<file path="src/rtl/bfm_pkg.sv">
package bfm_pkg;
  typedef enum logic {
    ST_IDLE = 1'b0,
    ST_XFER = 1'b1
  } bfm_state_e;

  localparam logic [1:0] SIZE_FOUR_BYTES = 2'b00;
endpackage

</file>
<file path="src/rtl/bfm_beat_ctr.sv">
module bfm_beat_ctr #(
  parameter int BEATS = 4,
  parameter int IDX_W = $clog2(BEATS)
) (
  input  logic             clk,
  input  logic             rst_n,
  input  logic             load,
  input  logic [IDX_W-1:0] base_idx,
  input  logic             adv,
  output logic             first,
  output logic             at_drop,
  output logic             at_final,
  output logic [IDX_W-1:0] word_idx
);
  localparam logic [IDX_W-1:0] DROP_AT  = IDX_W'(BEATS - 2);
  localparam logic [IDX_W-1:0] FINAL_AT = IDX_W'(BEATS - 1);

  logic [IDX_W-1:0] cnt_q;
  logic [IDX_W-1:0] base_q;

  always_ff @(posedge clk) begin
    if (!rst_n) begin
      cnt_q  <= '0;
      base_q <= '0;
    end else if (load) begin
      cnt_q  <= '0;
      base_q <= base_idx;
    end else if (adv) begin
      cnt_q <= cnt_q + 1'b1;
    end
  end

  assign first    = (cnt_q == '0);
  assign at_drop  = (cnt_q == DROP_AT);
  assign at_final = (cnt_q == FINAL_AT);
  assign word_idx = base_q + cnt_q;
endmodule

</file>
<file path="src/rtl/bfm_ctrl.sv">
module bfm_ctrl
  import bfm_pkg::*;
(
  input  logic clk,
  input  logic rst_n,
  input  logic req_valid,
  input  logic term,
  input  logic burst_ack,
  input  logic ci_in,
  input  logic first,
  input  logic at_drop,
  input  logic at_final,
  output logic req_ready,
  output logic accept,
  output logic beat_done,
  output logic finish,
  output logic as_o,
  output logic ds_o,
  output logic buf_en_o,
  output logic start_o,
  output logic breq_o
);
  bfm_state_e state_q;
  logic as_q, ds_q, buf_q, start_q, breq_q;

  assign req_ready = (state_q == ST_IDLE);
  assign accept    = req_ready && req_valid;
  assign beat_done = (state_q == ST_XFER) && term;
  assign finish    = beat_done && (ci_in || (first && !burst_ack) || at_final);

  always_ff @(posedge clk) begin
    if (!rst_n) begin
      state_q <= ST_IDLE;
      as_q    <= 1'b0;
      ds_q    <= 1'b0;
      buf_q   <= 1'b0;
      start_q <= 1'b0;
      breq_q  <= 1'b0;
    end else begin
      start_q <= accept;
      if (accept) begin
        state_q <= ST_XFER;
        as_q    <= 1'b1;
        ds_q    <= 1'b1;
        buf_q   <= 1'b1;
        breq_q  <= 1'b1;
      end else if (finish) begin
        state_q <= ST_IDLE;
        as_q    <= 1'b0;
        ds_q    <= 1'b0;
        buf_q   <= 1'b0;
        breq_q  <= 1'b0;
      end else if (beat_done && at_drop) begin
        breq_q <= 1'b0;
      end
    end
  end

  assign as_o     = as_q;
  assign ds_o     = ds_q;
  assign buf_en_o = buf_q;
  assign start_o  = start_q;
  assign breq_o   = breq_q;

  a_r10_bufen_tracks_as : assert property (@(posedge clk) disable iff (!rst_n)
    buf_q == as_q);
  a_r2_ds_tracks_as : assert property (@(posedge clk) disable iff (!rst_n)
    ds_q == as_q);
  a_r3_start_on_entry : assert property (@(posedge clk) disable iff (!rst_n)
    start_q |-> as_q && $past(req_valid && state_q == ST_IDLE));
endmodule

</file>
<file path="src/rtl/bfm_rsp_reg.sv">
module bfm_rsp_reg #(
  parameter int DATA_W = 32,
  parameter int IDX_W  = 2
) (
  input  logic              clk,
  input  logic              rst_n,
  input  logic              capture,
  input  logic [DATA_W-1:0] data_in,
  input  logic [IDX_W-1:0]  idx_in,
  input  logic              cacheable_in,
  input  logic              last_in,
  output logic              valid_o,
  output logic [DATA_W-1:0] data_o,
  output logic [IDX_W-1:0]  idx_o,
  output logic              cacheable_o,
  output logic              last_o
);
  always_ff @(posedge clk) begin
    if (!rst_n) begin
      valid_o     <= 1'b0;
      data_o      <= '0;
      idx_o       <= '0;
      cacheable_o <= 1'b0;
      last_o      <= 1'b0;
    end else begin
      valid_o <= capture;
      if (capture) begin
        data_o      <= data_in;
        idx_o       <= idx_in;
        cacheable_o <= cacheable_in;
        last_o      <= last_in;
      end
    end
  end
endmodule

</file>
<file path="src/rtl/burst_fill_master.sv">
module burst_fill_master
  import bfm_pkg::*;
#(
  parameter int ADDR_W = 32,
  parameter int DATA_W = 32,
  parameter int FC_W   = 3,
  parameter int BEATS  = 4
) (
  input  logic              clk,
  input  logic              rst_n,
  input  logic              req_valid,
  output logic              req_ready,
  input  logic [ADDR_W-1:0] req_addr,
  input  logic [FC_W-1:0]   req_fc,
  input  logic              req_inhibit,
  output logic [ADDR_W-1:0] bus_addr,
  output logic              bus_rd,
  output logic [1:0]        bus_size,
  output logic [FC_W-1:0]   bus_fc,
  output logic              bus_ci_out,
  output logic              bus_start,
  output logic              bus_as,
  output logic              bus_ds,
  output logic              bus_burst_req,
  output logic              bus_buf_en,
  input  logic [DATA_W-1:0] bus_data,
  input  logic              bus_term,
  input  logic              bus_burst_ack,
  input  logic              bus_ci_in,
  output logic              rsp_valid,
  output logic [DATA_W-1:0] rsp_data,
  output logic [$clog2(BEATS)-1:0] rsp_idx,
  output logic              rsp_cacheable,
  output logic              rsp_last
);
  localparam int IDX_W    = $clog2(BEATS);
  localparam int BYTE_LSB = $clog2(DATA_W / 8);

  logic accept, beat_done, finish;
  logic first, at_drop, at_final;
  logic [IDX_W-1:0] word_idx;
  logic [ADDR_W-1:0] addr_q;
  logic [FC_W-1:0] fc_q;
  logic ci_q;

  always_ff @(posedge clk) begin
    if (!rst_n) begin
      addr_q <= '0;
      fc_q   <= '0;
      ci_q   <= 1'b0;
    end else if (accept) begin
      addr_q <= req_addr;
      fc_q   <= req_fc;
      ci_q   <= req_inhibit;
    end
  end

  assign bus_addr   = addr_q;
  assign bus_fc     = fc_q;
  assign bus_ci_out = ci_q;
  assign bus_rd     = 1'b1;
  assign bus_size   = SIZE_FOUR_BYTES;

  bfm_ctrl u_ctrl (
    .clk       (clk),
    .rst_n     (rst_n),
    .req_valid (req_valid),
    .term      (bus_term),
    .burst_ack (bus_burst_ack),
    .ci_in     (bus_ci_in),
    .first     (first),
    .at_drop   (at_drop),
    .at_final  (at_final),
    .req_ready (req_ready),
    .accept    (accept),
    .beat_done (beat_done),
    .finish    (finish),
    .as_o      (bus_as),
    .ds_o      (bus_ds),
    .buf_en_o  (bus_buf_en),
    .start_o   (bus_start),
    .breq_o    (bus_burst_req)
  );

  bfm_beat_ctr #(.BEATS(BEATS), .IDX_W(IDX_W)) u_beat (
    .clk      (clk),
    .rst_n    (rst_n),
    .load     (accept),
    .base_idx (req_addr[BYTE_LSB +: IDX_W]),
    .adv      (beat_done),
    .first    (first),
    .at_drop  (at_drop),
    .at_final (at_final),
    .word_idx (word_idx)
  );

  bfm_rsp_reg #(.DATA_W(DATA_W), .IDX_W(IDX_W)) u_rsp (
    .clk          (clk),
    .rst_n        (rst_n),
    .capture      (beat_done),
    .data_in      (bus_data),
    .idx_in       (word_idx),
    .cacheable_in (!bus_ci_in),
    .last_in      (finish),
    .valid_o      (rsp_valid),
    .data_o       (rsp_data),
    .idx_o        (rsp_idx),
    .cacheable_o  (rsp_cacheable),
    .last_o       (rsp_last)
  );

  a_r5_rsp_follows_term : assert property (@(posedge clk) disable iff (!rst_n)
    rsp_valid |-> $past(bus_term && bus_as));
  a_r6_single_when_no_ack : assert property (@(posedge clk) disable iff (!rst_n)
    (bus_as && bus_term && first && !bus_burst_ack) |=> !bus_as && rsp_last);
  a_r7_inhibit_aborts : assert property (@(posedge clk) disable iff (!rst_n)
    (bus_as && bus_term && bus_ci_in) |=> !bus_as && !rsp_cacheable && rsp_last);
  a_r9_breq_drops_before_last : assert property (@(posedge clk) disable iff (!rst_n)
    (bus_as && bus_term && at_drop && !first && !bus_ci_in) |=> bus_as && !bus_burst_req);
  a_r11_ready_only_idle : assert property (@(posedge clk) disable iff (!rst_n)
    req_ready |-> !bus_as);
endmodule

</file>
<file path="config.mk">
export PLATFORM = sky130hd
export DESIGN_NAME = burst_fill_master
export DESIGN_NICKNAME = d
export VERILOG_FILES = /design/src/rtl/bfm_pkg.sv /design/src/rtl/bfm_beat_ctr.sv /design/src/rtl/bfm_ctrl.sv /design/src/rtl/bfm_rsp_reg.sv /design/src/rtl/burst_fill_master.sv
export SDC_FILE = /design/constraint.sdc
export NUM_CORES = 1
export LEC_CHECK = 0
export ABC_CLOCK_PERIOD_IN_PS = 1200
export BUFFER_PORTS_ARGS = -buffer_cell sky130_fd_sc_hd__buf_2
export CAP_MARGIN = 40
export CORE_UTILIZATION = 35
export DETAILED_ROUTE_END_ITERATION = 8
export PLACE_DENSITY = 0.68
export SLEW_MARGIN = 10
export SYNTH_ARGS = -nofsm -noshare
export SYNTH_HDL_FRONTEND = slang
export SYNTH_SLANG_ARGS = --single-unit
</file>
<file path="constraint.sdc">
create_clock -name clk -period 1.2 [get_ports clk]
set_clock_uncertainty 0.05 [all_clocks]
set_input_delay 0.3 -clock clk [delete_from_list [all_inputs] [get_ports clk]]
set_output_delay 0.3 -clock clk [all_outputs]
set_load 0.05 [all_outputs]
</file>
**Word-level counts from Yosys, hierarchy flattened**

Cells that the tools add are included.

- Register bits: 80
- Word-level logic and storage cells: 37

- Add/subtract/negate cells: 2
- Equal/unequal tests: 2
- Multiplexer cells: 5
- Bitwise gates (word level): 2
- Reduce and logical (&&, ||, !) cells: 13

Operators by type and width:

| operator | count |
|---|---|
| 1-bit logical AND | 5 |
| 1-bit 2-to-1 mux | 5 |
| 2-bit equality test, second input constant | 2 |
| 3-bit nonzero test | 1 |
| 2-bit by 1-bit adder with 2-bit output, second input constant | 1 |
| 2-bit adder | 1 |
| 1-bit logical NOT | 2 |
| 2-bit logical NOT | 1 |
| 1-bit logical OR | 2 |
| 1-bit NOT | 2 |
| 2-bit nonzero test | 1 |
| 2-bit OR reduction | 1 |

**Depth between registers and ports, before layout**

Gate-level depths: netlist of run 1.

- Depth after elaboration: 7
- Mapped depth: 5
- Gate-level depth less buffers: 5

**Modules after synthesis**

A second synthesis of run 1 with hierarchy kept.

- Cell total of the unflattened synthesis: 276
- Area total of the unflattened synthesis: 3210.6 um2

Modules (own cells, without submodules):

| module | times used | cells an instance | area an instance (um2) |
|---|---|---|---|
| burst_fill_master | 1 | 121 | 1422.6 |
| bfm_rsp_reg | 1 | 117 | 1415.1 |
| bfm_beat_ctr | 1 | 21 | 220.2 |
| bfm_ctrl | 1 | 17 | 152.6 |

**Worst setup path before layout of run 1**

OpenSTA, ideal clock, no wires.

- Path type: register -> register
- Start point: register, netlist name u_ctrl.buf_en_o
- End point: register u_beat.cnt_q[1]
- Setup time: 66 ps
- Arrival: 1737 ps
- Slack: -653 ps
- Cell stages (with the launch flop): 6
- Cells stage by stage: dfxtp_1 -> inv_1 -> a21boi_2 -> buf_6 -> buf_8 -> a21boi_2

RTL lines:

| what | RTL line | source |
|---|---|---|
| end signal: assignment | bfm_beat_ctr.sv:29 | `cnt_q <= cnt_q + 1'b1;` |
| end: declaration | bfm_beat_ctr.sv:18 | `logic [IDX_W-1:0] cnt_q;` |

==> results of run 1 <==
## metrics by stage
stage | hold WS, ns | util, %
CTS | 0.0930 | 60.9
detailed placement | 0.392 | 47.5
floorplan | 0.375 | -
global placement | 0.387 | 47.5
global route | 0.0812 | 62.8
finish | 0.108 | 62.8
## report_power, final
group / leakage [uW] / internal [uW] / switching, uW
clock network: 0.000113 / 1290 / 947
logic: 0.00144 / 649 / 835
registers: 0.000670 / 2760 / 125
## flip-flops by register name, summed over array words and instances (netlist names), 2 cells and up
signal,flops
bus_addr,32
bus_fc,3
u_beat.cnt_q,2
u_rsp.data_o,32
u_rsp.idx_o,2
## synthesized netlist by cell type (2+ instances only)
cell type  instances  area (sq um)
a21boi_2           2          22.5
and2_1             2          12.5
conb_1             2          7.51
buf_2              6          30.0
buf_6              6          67.6
nand2_1           72           270
ha_1               4          50.1
a22o_1            36           315
dfxtp_1           78          1560
inv_1              4          15.0
o211a_1            2          20.0
a21boi_1          33           248
buf_4              7          52.6
clkbuf_1           5          18.8
## final timing paths
path / end / cells past startpoint
max: req_ready / 2
min: bus_addr[12] / 2
max reg2reg: bus_addr[29] / 4
min reg2reg: u_rsp.data_o[10] / 2
## worst reg2reg max path: stages, from the launching register on
cell and delay [ns]:
dfxtp_4 0.40, buf_2 0.18, and3b_2 0.26, buf_12 0.16, a22o_1 0.20
## metal layers
metal | part of all wire, % | vias up
met2 | 52 | 100
met1 | 41 | 1205
met4 | 0.69 | 0
li1 | - | 1262
met5 | 0 | -
met3 | 5.7 | 5
## layout make-up
class	instances	area (sq um)
multi-input combinational	168	1060
inverter	4	18.8
clock inverter	5	81.3
fill	633	2880
tap	102	128
clock buffer	10	149
timing repair buffer	183	1750
sequential	78	1660
## cells by family after synthesis
family | Yosys count | synth area share, %
AND/OR/NAND/NOR | 80 | 11.5
AO/OA/AOI/OAI | 79 | 23.0
flip-flops | 78 | 55.8
buffers and inverters | 29 | 7.10
adder cells (fa/ha/maj) | 4 | 1.79
XOR/XNOR | 2 | 0.626
other | 2 | 0.268
## repair_timing
action                                  CTS  global route
endpoints found under the setup margin  119           150
endpoints found under the hold margin     0             0
setup buffers                            10             5
resized for setup                       263            29
gates cloned                              1             0
==> flow_summary.json, run 1 <==
{
  "wl_per_cell_um": 13.9,
  "hold_viol_final": 0,
  "startpoint_type": "flip-flop",
  "crit_buf_inv": 2,
  "area_growth_pct": 73.2,
  "endpoint_kind": "output pin",
  "status": "finished with violations",
  "htreeDepth": 3,
  "cp_data_arrival_time_ns": 1.02,
  "cts_sinks": 78,
  "drv_slew": 0,
  "hp-class": "in -> reg",
  "drive_above_1_share_pct": 62.5,
  "rsz0062_at_grt": "yes",
  "die_w_um": 91.4,
  "crit_slowest_cell": "dfxtp_4",
  "die_area_sq_um": 8360,
  "fmax_mhz": 733,
  "synth_cells": 274,
  "cap_viol_max_count": 0,
  "grt_use_met3_pct": 4.44,
  "synth_edf_count": 0,
  "grt_pass1_vias": 2423,
  "drt_wl_total_mm": 7.64,
  "cts_buffers": 9,
  "dr.pass1.iters": 4,
  "violations": "setup timing",
  "critPathMaxStageDelay_ns": 0.40,
  "grtUsageMet1_pct": 20.8,
  "pre_cts_ws_ns": -0.0530,
  "dieHeight_um": 91.4,
  "setup_violations": 60,
  "grt-busiest-layer": "met2",
  "grt_max_degree": 29,
  "crit_path_max_fanout": 6,
  "antenna_found_initial": 0,
  "clk_pin_slew_ns": 0.08,
  "place.gp.congestion": 0.680,
  "dp_cells": 519,
  "peakVddDrop_mv": 0.756,
  "critical_path_required_ns": 0.85,
  "placed_area_sq_um": 3670,
  "route.vias.total": 2572,
  "clock_path_buffers": 2,
  "grt_usage_pct": 18.1,
  "stdcell_area_sq_um": 4850,
  "hold_start": "req_addr[12]",
  "cts_root_buf": "clkbuf_8",
  "avgSynthCellArea_sq_um": 10.2,
  "final_cell_mix": "dfxtp_2, buf_2, nand2_1",
  "final_cells": 550,
  "numPortBuffers": 152,
  "synth_seq_cells": 78,
  "vias_per_cell": 4.68,
  "dpl.hpwl_mm": 4.63,
  "antenna_cells": 0,
  "grt-ovfl-total": 0,
  "cts_hold_buf": 0,
  "ys_types": 29,
  "num_rows": 32,
  "ff2ff_setup_slack_ns": -0.17,
  "grtUsageMet2_pct": 31.8,
  "cp_top_family": "flip-flops",
  "drtIter0Drc": 86,
  "synthFlopType": "dfxtp_1",
  "syn_area_sq_um": 2800,
  "power_density_nw_per_um2": 1360,
  "power_leakage_uw": 0.00222,
  "core_sq_um": 7730,
  "async_flop_share_pct": 0,
  "fin_crit_sh_pct": 114,
  "clk_latency_ns": 0.34,
  "nets": 522,
  "drc": 0,
  "final.setup.tns_ns": -5.95,
  "report.power.total_uw": 6600,
  "ys_warn_count": 0,
  "setup_ws_ns": -0.165,
  "seq_area_frac_synth_pct": 55.8,
  "start_util_pct": 36.2,
  "path_cells": "clkinvlp_4 -> buf_8",
  "cts_tree": "done",
  "io_pins": 156,
  "crit_type": "reg -> out",
  "grt_pass1_wl_mm": 11.8,
  "fin_crit_ns": 1.37,
  "crit_start": "u_ctrl.buf_en_o",
  "ant_nets": 0,
  "timing.rr.start": "u_ctrl.buf_en_o"
}
Note: power is estimated with default switching activity, not from simulation.
==> inputs of run 2 (changes only) <==
==> constraint.sdc (replaced) <==
create_clock -name clk -period 1.2 [get_ports clk]
set_clock_uncertainty 0.05 [all_clocks]
set_input_delay 0 -clock clk [delete_from_list [all_inputs] [get_ports clk]]
set_output_delay 0 -clock clk [all_outputs]
set_load 0.05 [all_outputs]
==> run 2 against run 1 <==
Compared with the run above:
- the flow now finishes without violations
- clock power is 19% higher
- worst hold slack better by 0.061 ns
- maximum frequency is 17% higher
- first-iteration DRC count is 24% lower
- power is 3.5% higher
- sequential power is 2% lower
- critical path depth is 2 higher
- non-clock buffer count is 55 higher
- largest cell class unchanged
==> flow_summary.json, run 2 (same netlist as run 1, synthesis figures left out) <==
{
  "io_pins": 156,
  "critical_path_required_ns": 1.43,
  "fin_crit_sh_pct": 97.5,
  "dpl.hpwl_mm": 4.86,
  "grt_pass1_vias": 2767,
  "drtIter0Drc": 65,
  "dr.pass1.iters": 4,
  "antenna_found_initial": 0,
  "die_w_um": 91.4,
  "final_common_cell": "buf_2",
  "grt-ovfl-total": 0,
  "nets": 577,
  "combinationalPowerShare_pct": 20.0,
  "clock_path_buffers": 2,
  "startpoint_type": "flip-flop",
  "crit_buf_inv": 2,
  "area_growth_pct": 68.5,
  "final.setup.tns_ns": 0,
  "drive_above_1_share_pct": 38.1,
  "crit_path_max_fanout": 15,
  "p_seq_share_pct": 41.1,
  "route.vias.total": 2752,
  "clk_latency_ns": 0.34,
  "htreeDepth": 3,
  "fin_crit_ns": 1.17,
  "hp-class": "in -> reg",
  "ant_nets": 0,
  "cts_tree": "done",
  "rsz0062_at_grt": "yes",
  "report.power.total_uw": 6830,
  "crit_slowest_cell": "dfxtp_4",
  "status": "finished, final reports clean",
  "grt_max_degree": 43,
  "final_cell_mix": "buf_2, dfxtp_1, nand2_1, dlygate4sd3_1, a22o_1",
  "grt_pass1_wl_mm": 12.4,
  "num_rows": 32,
  "hold_viol_final": 0,
  "final_cells": 606,
  "cts_root_buf": "clkbuf_8",
  "power_density_nw_per_um2": 1450,
  "p_int_uw": 4960,
  "numPortBuffers": 152,
  "critPathMaxStageDelay_ns": 0.39,
  "place.gp.congestion": 0.700,
  "dp_cells": 518,
  "drv_slew": 0,
  "path_cells": "clkinvlp_4 -> a21boi_4 -> buf_6 -> a22o_1",
  "cts_buffers": 9,
  "fmax_mhz": 855,
  "setup_violations": 0,
  "multi_input_area_sq_um": 1080,
  "crit_type": "reg -> reg",
  "fin_util_pct": 61.0,
  "clkPwrFrac_pct": 38.9,
  "drt_wl_total_mm": 7.87,
  "antenna_cells": 0,
  "p_sw_uw": 1870,
  "sw_frac_of_total_pct": 27.3,
  "cap_viol_max_count": 0,
  "power_leakage_uw": 0.00227,
  "fill_cells": 642,
  "dieHeight_um": 91.4,
  "start_util_pct": 36.2,
  "register_area_sq_um": 1570,
  "drc": 0,
  "cts_sinks": 78,
  "core_sq_um": 7730,
  "die_area_sq_um": 8360,
  "peakVddDrop_mv": 0.866,
  "endpoint_kind": "flip-flop",
  "holdWs_ns": 0.169,
  "clk_pin_slew_ns": 0.08,
  "wl_per_cell_um": 13.0,
  "vias_per_cell": 4.54,
  "cp_data_arrival_time_ns": 1.41,
  "cp_top_family": "flip-flops",
  "grt_usage_pct": 18.8
}
## run 2: cell count changes in the layout (fill, tap and decap cells not counted), moves of 2 or more
cell	before	now
dlygate4sd3_1	0	72
clkbuf_4	0	3
buf_2	74	149
buf_8	50	1
buf_12	4	2
dfxtp_2	74	2
dfxtp_1	2	74
buf_6	29	4
buf_4	25	7
bufinv_16	2	4
## run 2: worst reg2reg max path, stage by stage, from the launching register on
cell	delay [ns]
dfxtp_4	0.39
clkinvlp_4	0.11
a21boi_4	0.20
buf_6	0.19
a22o_1	0.17
## run 2: repair_timing
item	CTS	global route
gates cloned	0	0
setup buffers	0	0
hold buffers	72	0
resized for setup	1	18
hold endpoints to repair	72	0
setup endpoints to repair	6	43
## run 2: area by class of cell
cell class                 instances  share of cell area [%]
multi-input combinational        168                    22.8
timing repair buffer             238                    34.8
tap                              102                    2.71
sequential                        78                    33.3
clock inverter                     5                    2.71
clock buffer                      11                    3.24
inverter                           4                   0.398
## run 2: per-layer routing
layer / vias up / track usage, % / wire length [um]
met4: 0 / 7.41 / 139
met1: 1256 / 20.4 / 3210
met5: - / 0 / 0
met3: 17 / 5.11 / 510
met2: 102 / 34.4 / 4010
li1: 1377 / - / -
## run 2: power groups by stage
stage	registers (uW)	clock network, uW	logic, uW
floorplan	3340	0	352
global placement	2860	0	1140
detailed placement	2860	0	1150
CTS	2800	2710	1330
global route	2820	2830	1440
finish	2810	2660	1370
## run 2: per-stage QoR
stage / area (sq um) / worst slack [ns]
2_1_floorplan: 2820 / -0.288
3_3_place_gp: 3650 / 0.0283
3_5_place_dp: 3650 / 0.00746
4_1_cts: 4650 / -0.00201
5_1_grt: 4720 / -0.0370
6_report: 4720 / 0.0298
## run 2: path summary, 6_finish.rpt
kind	endpoint	slack (ns)	startpoint	depth (start not counted)
worst min register to register	u_rsp.data_o[25]	0.40	u_rsp.data_o[25]	2
worst min-delay path	u_rsp.last_o	0.17	rst_n	3
worst max register to register	bus_addr[20]	0.03	u_ctrl.buf_en_o	4
worst max-delay path	bus_addr[20]	0.03	u_ctrl.buf_en_o	4
